--- config.mk ---
export PLATFORM = sky130hd
export DESIGN_NAME = pstore_aligner
export DESIGN_NICKNAME = d
export VERILOG_FILES = /design/src/rtl/psa_pkg.sv /design/src/rtl/psa_offset_calc.sv /design/src/rtl/psa_data_shift.sv /design/src/rtl/psa_strobe_gen.sv /design/src/rtl/pstore_aligner.sv
export SDC_FILE = /design/constraint.sdc
export NUM_CORES = 1
export LEC_CHECK = 0
export ABC_AREA = 1
export ABC_CLOCK_PERIOD_IN_PS = 2600
export BUFFER_PORTS_ARGS = -buffer_cell sky130_fd_sc_hd__buf_4
export CAP_MARGIN = 30
export CORE_MARGIN = 3
export CORE_UTILIZATION = 44
export DETAILED_ROUTE_END_ITERATION = 7
export PLACE_DENSITY = 0.76
export SYNTH_ARGS = -nofsm -noshare
export SYNTH_HDL_FRONTEND = slang
export SYNTH_HIERARCHICAL = 1
export SYNTH_SLANG_ARGS = --single-unit
--- constraint.sdc ---
create_clock -name vclk -period 2.6
set_input_delay 0.26 -clock vclk [all_inputs]
set_output_delay 0.26 -clock vclk [all_outputs]
set_load 0.005 [all_outputs]
--- src/rtl/psa_pkg.sv ---
package psa_pkg;
  localparam int BYTE_W = 8;

  typedef enum logic {
    SIDE_LEFT  = 1'b0,
    SIDE_RIGHT = 1'b1
  } psa_side_e;

  // number of bits in n bytes
  function automatic int unsigned bytes_to_bits(int unsigned n);
    return n * BYTE_W;
  endfunction
endpackage

--- src/rtl/psa_offset_calc.sv ---
module psa_offset_calc
  import psa_pkg::*;
#(
  parameter int LANES = 8,
  parameter int OFF_W = $clog2(LANES),
  parameter int SH_W  = $clog2(LANES * BYTE_W) + 1
) (
  input  logic [OFF_W-1:0] addr_lo,
  input  logic             is_dword,
  input  psa_side_e        side,
  input  logic             cpu_big,
  input  logic             mem_big,
  input  logic             rev_endian,
  output logic [OFF_W-1:0] rsh_bytes,
  output logic             word_hi,
  output logic [SH_W-1:0]  up_bits,
  output logic [SH_W-1:0]  lo_bits,
  output logic [OFF_W-1:0] paddr_lo,
  output logic [OFF_W-1:0] byte_cnt
);
  localparam logic [OFF_W-1:0] FULL_MASK = OFF_W'(LANES - 1);
  localparam logic [OFF_W-1:0] HALF_MASK = OFF_W'(LANES / 2 - 1);

  logic [OFF_W-1:0] acc;
  logic [OFF_W-1:0] xa;
  logic [OFF_W-1:0] left_byte;
  logic [OFF_W-1:0] addr_rev;
  logic             clr_acc;

  assign acc       = is_dword ? FULL_MASK : HALF_MASK;
  assign xa        = addr_lo ^ (cpu_big ? FULL_MASK : '0);
  assign left_byte = xa & acc;
  assign word_hi   = |(xa & FULL_MASK & ~acc);
  assign rsh_bytes = xa;

  assign up_bits = SH_W'(bytes_to_bits(32'(left_byte) + 1));
  assign lo_bits = SH_W'(bytes_to_bits(32'(acc) - 32'(left_byte)));

  assign byte_cnt = (side == SIDE_RIGHT) ? (acc - (acc & xa)) : left_byte;

  assign addr_rev = addr_lo ^ (rev_endian ? FULL_MASK : '0);
  assign clr_acc  = (side == SIDE_RIGHT) ? mem_big : ~mem_big;
  assign paddr_lo = clr_acc ? (addr_rev & ~acc) : addr_rev;

  always_comb begin
    AST_CNT_RANGE: assert (byte_cnt <= acc);
    if (side == SIDE_LEFT && !mem_big)
      AST_LEFT_ALIGN: assert ((paddr_lo & acc) == '0);
    if (side == SIDE_RIGHT && mem_big)
      AST_RIGHT_ALIGN: assert ((paddr_lo & acc) == '0);
  end
endmodule

--- src/rtl/psa_data_shift.sv ---
module psa_data_shift
  import psa_pkg::*;
#(
  parameter int DATA_W = 64,
  parameter int OFF_W  = $clog2(DATA_W / BYTE_W),
  parameter int SH_W   = $clog2(DATA_W) + 1
) (
  input  logic [DATA_W-1:0] src_data,
  input  psa_side_e         side,
  input  logic              word_hi,
  input  logic [SH_W-1:0]   up_bits,
  input  logic [SH_W-1:0]   lo_bits,
  input  logic [OFF_W-1:0]  rsh_bytes,
  output logic [DATA_W-1:0] wr_data
);
  logic [DATA_W-1:0] left_data;
  logic [DATA_W-1:0] right_data;

  assign left_data  = word_hi ? (src_data << up_bits) : (src_data >> lo_bits);
  assign right_data = src_data << {rsh_bytes, 3'b000};
  assign wr_data    = (side == SIDE_RIGHT) ? right_data : left_data;

  always_comb begin
    if (side == SIDE_RIGHT)
      AST_RIGHT_BASE: assert (wr_data[{rsh_bytes, 3'b000} +: BYTE_W] == src_data[BYTE_W-1:0]);
  end
endmodule

--- src/rtl/psa_strobe_gen.sv ---
module psa_strobe_gen #(
  parameter int LANES = 8,
  parameter int OFF_W = $clog2(LANES)
) (
  input  logic             in_valid,
  input  logic             mem_big,
  input  logic [OFF_W-1:0] paddr_lo,
  input  logic [OFF_W-1:0] byte_cnt,
  output logic [LANES-1:0] byte_en
);
  logic [LANES:0]   run_wide;
  logic [LANES-1:0] run;
  logic [LANES-1:0] le_en;
  logic [LANES-1:0] be_en;
  logic             fits;

  assign run_wide = ((LANES + 1)'(1) << ({1'b0, byte_cnt} + (OFF_W + 1)'(1))) - (LANES + 1)'(1);
  assign run      = run_wide[LANES-1:0];
  assign le_en    = run << paddr_lo;
  assign fits     = ({1'b0, paddr_lo} + {1'b0, byte_cnt}) <= (OFF_W + 1)'(LANES - 1);

  for (genvar i = 0; i < LANES; i++) begin : g_rev
    assign be_en[i] = le_en[LANES-1-i];
  end

  assign byte_en = in_valid ? (mem_big ? be_en : le_en) : '0;

  always_comb begin
    if (!in_valid)
      AST_BE_IDLE: assert (byte_en == '0);
    if (in_valid && fits)
      AST_BE_SPAN: assert ($countones(byte_en) == int'(byte_cnt) + 1);
  end
endmodule

--- src/rtl/pstore_aligner.sv ---
module pstore_aligner
  import psa_pkg::*;
#(
  parameter int ADDR_W = 32,
  parameter int DATA_W = 64,
  parameter int LANES  = DATA_W / BYTE_W,
  parameter int OFF_W  = $clog2(LANES)
) (
  input  logic              in_valid,
  input  logic [ADDR_W-1:0] eff_addr,
  input  logic              is_dword,
  input  logic              is_right,
  input  logic              cpu_big,
  input  logic              mem_big,
  input  logic              rev_endian,
  input  logic [DATA_W-1:0] src_data,
  output logic              out_valid,
  output logic [OFF_W-1:0]  paddr_lo,
  output logic [DATA_W-1:0] wr_data,
  output logic [OFF_W-1:0]  byte_cnt,
  output logic [LANES-1:0]  byte_en
);
  localparam int SH_W = $clog2(DATA_W) + 1;

  psa_side_e        side;
  logic [OFF_W-1:0] rsh_bytes;
  logic             word_hi;
  logic [SH_W-1:0]  up_bits;
  logic [SH_W-1:0]  lo_bits;
  logic             unused_addr_hi;

  assign side           = is_right ? SIDE_RIGHT : SIDE_LEFT;
  assign unused_addr_hi = ^eff_addr[ADDR_W-1:OFF_W];
  assign out_valid      = in_valid;

  psa_offset_calc #(.LANES(LANES), .OFF_W(OFF_W), .SH_W(SH_W)) u_offs (
    .addr_lo    (eff_addr[OFF_W-1:0]),
    .is_dword   (is_dword),
    .side       (side),
    .cpu_big    (cpu_big),
    .mem_big    (mem_big),
    .rev_endian (rev_endian),
    .rsh_bytes  (rsh_bytes),
    .word_hi    (word_hi),
    .up_bits    (up_bits),
    .lo_bits    (lo_bits),
    .paddr_lo   (paddr_lo),
    .byte_cnt   (byte_cnt)
  );

  psa_data_shift #(.DATA_W(DATA_W), .OFF_W(OFF_W), .SH_W(SH_W)) u_shift (
    .src_data  (src_data),
    .side      (side),
    .word_hi   (word_hi),
    .up_bits   (up_bits),
    .lo_bits   (lo_bits),
    .rsh_bytes (rsh_bytes),
    .wr_data   (wr_data)
  );

  psa_strobe_gen #(.LANES(LANES), .OFF_W(OFF_W)) u_strb (
    .in_valid (in_valid),
    .mem_big  (mem_big),
    .paddr_lo (paddr_lo),
    .byte_cnt (byte_cnt),
    .byte_en  (byte_en)
  );

  always_comb begin
    AST_VALID_PASS: assert (out_valid == in_valid);
  end
endmodule

After elaboration in Yosys (flattened, before gate mapping)
Index checks and enable logic that the tools add are counted.
{"block": "totals", "ff_bits": 0, "latch_bits": 0, "ramBits": 0, "mem_bits_ro": 0, "in_bits": 102, "word_cells": 29, "mem_count": 0}
{"block": "op_classes", "add_sub_neg": 5, "multipliers": 0, "div_mod_pow": 0, "magnitude_cmp": 0, "n_eq_ne": 0, "shifts": 5, "n_mux": 11, "bitwise_logic": 7, "n_reduce_logical": 1}
{"cell": "64-bit 2-to-1 mux", "count": 2}
{"cell": "64-bit by 6-bit << shifter with 64-bit output", "count": 1}
{"cell": "64-bit by 7-bit << shifter with 64-bit output", "count": 1}
{"cell": "64-bit by 7-bit right shift with 64-bit output", "count": 1}
{"cell": "8-bit 2-to-1 mux", "count": 2}
{"cell": "3-bit 2-to-1 mux", "count": 5}
{"cell": "3-bit bitwise AND", "count": 3}
{"cell": "3-bit by 1-bit adder with 4-bit output (second input constant)", "count": 2}
{"cell": "1-bit by 4-bit << shifter with 8-bit output (first input constant)", "count": 1}
{"cell": "8-bit by 3-bit << shifter with 8-bit output", "count": 1}
{"cell": "8-bit by 2-bit subtractor with 8-bit output (second input constant)", "count": 1}
{"cell": "3-bit bitwise XOR", "count": 2}
{"cell": "3-bit by 3-bit subtractor with 4-bit output", "count": 1}
{"cell": "3-bit NOT", "count": 1}
{"cell": "3-bit OR reduction", "count": 1}
{"cell": "3-bit subtractor", "count": 1}
{"cell": "1-bit 2-to-1 mux", "count": 2}
{"cell": "1-bit NOT", "count": 1}

Depth between registers and ports, before layout
{"block": "logic_depth", "ltp_word": 11, "ltp_mapped": 17}

Cells and area by module
The synthesis kept the hierarchy.
{"module": "psa_data_shift", "n_inst": 1, "cells_per_inst": 2279, "area_each_um2": 10398.7, "seq_area_each_um2": 0.0}
{"module": "psa_strobe_gen", "n_inst": 1, "cells_per_inst": 101, "area_each_um2": 476.7, "seq_area_each_um2": 0.0}
{"module": "psa_offset_calc", "n_inst": 1, "cells_per_inst": 51, "area_each_um2": 261.5, "seq_area_each_um2": 0.0}
{"module": "pstore_aligner", "n_inst": 1, "cells_per_inst": 1, "area_each_um2": 7.5, "seq_area_each_um2": 0.0}

Least setup slack after synthesis
OpenSTA, ideal clock, no wires.
{"block": "synth_timing", "kind": "input -> output", "startpoint": "in cpu_big", "endpoint": "out byte_en[2]", "arrival_ns": 2.056, "required_time_ns": 2.340, "path_slack_ns": 0.284, "stages": 13, "n_path_buf": 0, "cell_sequence": "inv_1 -> nand2_1 -> nand3_1 -> o21ai_0 -> inv_2 -> nand3b_1 -> ha_1 -> or2_4 -> nand3_2 -> nand3_2 -> nand2_1 -> nand2_1 -> nor2_1"}
{"block": "synth_between", "elab_chain_len": 11}
{"item": "start: declaration", "line_no": "pstore_aligner.sv:13", "source": "input logic cpu_big,"}
{"item": "3-bit 2-to-1 mux (*)", "line_no": "psa_offset_calc.sv:31", "source": "assign xa = addr_lo ^ (cpu_big ? FULL_MASK : '0);"}
{"item": "3-bit bitwise XOR (*)", "line_no": "psa_offset_calc.sv:31"}
{"item": "3-bit bitwise AND (*)", "line_no": "psa_offset_calc.sv:32, psa_offset_calc.sv:39"}
{"item": "3-bit subtractor", "line_no": "psa_offset_calc.sv:39", "source": "assign byte_cnt = (side == SIDE_RIGHT) ? (acc - (acc & xa)) : left_byte;"}
{"item": "3-bit 2-to-1 mux (*)", "line_no": "psa_offset_calc.sv:39"}
{"item": "named net byte_cnt[2]", "line_no": "pstore_aligner.sv:20", "source": "output logic [OFF_W-1:0] byte_cnt,"}
{"item": "3-bit by 1-bit adder with 4-bit output (*)", "line_no": "psa_strobe_gen.sv:17", "source": "assign run_wide = ((LANES + 1)'(1) << ({1'b0, byte_cnt} + (OFF_W + 1)'(1))) - (LANES + 1)'(1);"}
{"item": "1-bit by 4-bit << shifter with 8-bit output (*)", "line_no": "psa_strobe_gen.sv:17"}
{"item": "8-bit by 2-bit subtractor with 8-bit output (*)", "line_no": "psa_strobe_gen.sv:17"}
{"item": "8-bit by 3-bit << shifter with 8-bit output (*)", "line_no": "psa_strobe_gen.sv:19", "source": "assign le_en = run << paddr_lo;"}
{"item": "8-bit 2-to-1 mux (*) (2 in series)", "line_no": "psa_strobe_gen.sv:26", "source": "assign byte_en = in_valid ? (mem_big ? be_en : le_en) : '0;"}
{"item": "end: declaration", "line_no": "pstore_aligner.sv:21", "source": "output logic [LANES-1:0] byte_en"}
Mark *: on every way through the listed nets, which the timed path passes. The rest lies on a longest branch.

Worst setup path after layout
{"block": "layout_timing", "startpoint": "in cpu_big", "endpoint": "out byte_en[2]"}
{"block": "layout_between", "elab_chain_len": 11}
{"item": "3-bit 2-to-1 mux (*)", "line_no": "psa_offset_calc.sv:31"}
{"item": "3-bit bitwise XOR (*)", "line_no": "psa_offset_calc.sv:31"}
{"item": "named net rsh_bytes[0]", "line_no": "pstore_aligner.sv:26", "source": "logic [OFF_W-1:0] rsh_bytes;"}
{"item": "3-bit bitwise AND (*)", "line_no": "psa_offset_calc.sv:32, psa_offset_calc.sv:39"}
{"item": "3-bit subtractor", "line_no": "psa_offset_calc.sv:39"}
{"item": "3-bit 2-to-1 mux (*)", "line_no": "psa_offset_calc.sv:39"}
{"item": "3-bit by 1-bit adder with 4-bit output (*)", "line_no": "psa_strobe_gen.sv:17"}
{"item": "1-bit by 4-bit << shifter with 8-bit output (*)", "line_no": "psa_strobe_gen.sv:17"}
{"item": "8-bit by 2-bit subtractor with 8-bit output (*)", "line_no": "psa_strobe_gen.sv:17"}
{"item": "8-bit by 3-bit << shifter with 8-bit output (*)", "line_no": "psa_strobe_gen.sv:19"}
{"item": "8-bit 2-to-1 mux (*) (2 in series)", "line_no": "psa_strobe_gen.sv:26"}
Marked as above.

==> results.json <==
{
  "powerDensity_mw_per_mm2": 294.2,
  "synth_common_cells": "975 x nand3_1, 954 x nand2_1, 72 x buf_2",
  "hold_viol": 0,
  "slew_viol_final": 0,
  "wl_mm": 65.60,
  "crit_slowest_cell": "xor2_1",
  "drtAntennaViolNets": 0,
  "end_kind": "output pin",
  "numPortBuffers": 152,
  "worst_pin_slew_ps": 608.1,
  "syn-cell-area_mm2": 0.01114,
  "num_antenna_cells": 0,
  "final_layout_size_suffix_gt1_share_pct": 11.91,
  "grt_max_degree": 66,
  "row_count": 57,
  "die_w_um": 165.2,
  "critPathMaxFanout": 4,
  "timing.setup.critical_path_class": "primary input to output pin",
  "status": "finished with violations",
  "nFlopsAndLatches": 0,
  "rsz0062_at_grt": "true",
  "start_util_pct": 45.29,
  "drc": 6,
  "required_ps": 2340,
  "hold_buffers": 0,
  "ios": 181,
  "gr-total-overflow": 0,
  "max_slew_margin_pct": 59.03,
  "startpoint_type": "primary input",
  "dieArea_mm2": 0.02727,
  "grt_use_total_pct": 45.68,
  "yosysTopAreaCell": "nand3_1",
  "final_util_pct": 51.27,
  "setup_viol": 0,
  "yosysTopAreaCellShare_pct": 43.79,
  "nClkBuffers": 0,
  "die_y_um": 165.2,
  "totalPowerFinal_mw": 3.712,
  "synthTopCellsByArea": "nand3_1 44%, nand2_1 32%, buf_2 3.2%",
  "fin_crit_sh_pct": 98.12,
  "finalCriticalPeriod_ps": 2551,
  "antenna_found_initial": 0,
  "hp-class": "primary input to output pin",
  "crit_path_frequent_cell": "nand2_1",
  "via_count": 18480,
  "synthCells": 2432,
  "max_freq_ghz": 0.3920,
  "violations": "DRC",
  "final_nets": 2573,
  "dp_hpwl_mm": 50.76,
  "cp_data_arrival_time_ps": 2290,
  "yosysWarningCount": 6,
  "netlist-cell-type-count": 33,
  "place_congestion": 1.099,
  "register_area_um2": 0,
  "drt_iter0_drc": 4020,
  "syn2layout_area_growth_pct": 13.19,
  "syn_area_per_cell_um2": 4.582,
  "synth_most_common_cell": "nand3_1",
  "core_area_mm2": 0.02460,
  "grt_pass1_wl_mm": 94.89,
  "seq_area_frac_synth_pct": 0,
  "detail_route.wl_per_cell_um": 23.49,
  "fin_hold_ws_ps": 739.6,
  "leakagePower_nw": 6.549,
  "grt_pass1_vias": 15750,
  "viasPerCell": 6.619,
  "cap_violations": 0,
  "max_stage_delay_ps": 370,
  "cp_cell_sequence": "buf_4 > inv_1 > nand2_1 > nand2_2 > xor2_1 > nand3b_1 > ha_2 > or2_4 > nand3_2 > nand3_2 > nand2_1 > nand2_1 > nor2_1 > buf_4",
  "dr.pass1.iters": 8,
  "vdd.ir_drop.worst_v": 0.0004005
}
## worst paths after layout
kind	from	to	slack, ps	cells past startpoint
worst max-delay path	cpu_big	byte_en[2]	50	14
worst min-delay path	in_valid	out_valid	740	2
## stage by stage
| stage | cells | cell area, µm² | worst slack [ps] | TNS (ps) |
|---|---|---|---|---|
| 5_1_grt | 2792 | 12610 | -29.01 | -111.1 |
| 3_5_place_dp | 2792 | 12600 | 84.00 | 0 |
| 4_1_cts | 2792 | 12600 | 82.41 | 0 |
| 3_3_place_gp | 2792 | 12600 | 90.43 | 0 |
| 2_1_floorplan | 2438 | 11170 | 284.1 | 0 |
| 6_report | 2792 | 12610 | 48.76 | 0 |
## cell usage in the layout (no fill, tap or decap), types with 8 or more instances in the layout
cell type	netlist	final
nand3_1	975	975
o21ai_0	36	35
inv_1	63	60
a31oi_1	9	9
nand2_2	13	15
nand2_1	954	952
a32o_1	9	9
a21oi_1	11	11
nor2_1	47	43
buf_12	0	21
conb_1	2	8
buf_4	14	210
nand4_1	35	35
mux2i_1	22	22
or2_2	16	16
inv_2	12	14
## cells by family (layout without fill, tap and decap cells)
logic type               after synthesis  in the layout  synth area share (%)
multiplexers                          22             22                 1.976
AO/OA/AOI/OAI                         72             72                 3.885
adder cells (fa/ha/maj)                1              1                0.1123
buffers and inverters                278            308                 11.59
XOR/XNOR                               6              6                0.4716
other                                  2              8               0.06739
AND/OR/NAND/NOR                     2051           2051                 81.90
## metal layers
metal	up-vias	GRT usage [%]	part of all wire, %
li1	8319	-	-
met1	8155	60.09	38
met2	1691	65.36	39
met3	316	12.25	15
met4	0	28.97	8.6
met5	-	0	0
## where the power goes
group	total, mW	switching, mW	internal, mW
Clock	0	0	0
Combinational	3.71	2.49	1.22
Sequential	0	0	0
## area by class of cell
type	count	area [µm²]
fillers	2782	11990
inverters	77	291.5
multi-input cells	2160	9921
well taps	324	405.4
repair buffers	231	1997
## critical path, delay by kind of cell
family	cells	cell delay, ps
XOR/XNOR	1	370
adder cells (fa/ha/maj)	1	290
buffers and inverters	3	320
AND/OR/NAND/NOR	9	1060
## timing repair
item	in CTS	in global routing
endpoints found under the setup margin	0	21
resized for setup	0	6
setup buffers	0	0
Power figures use the tool's default switching activity.
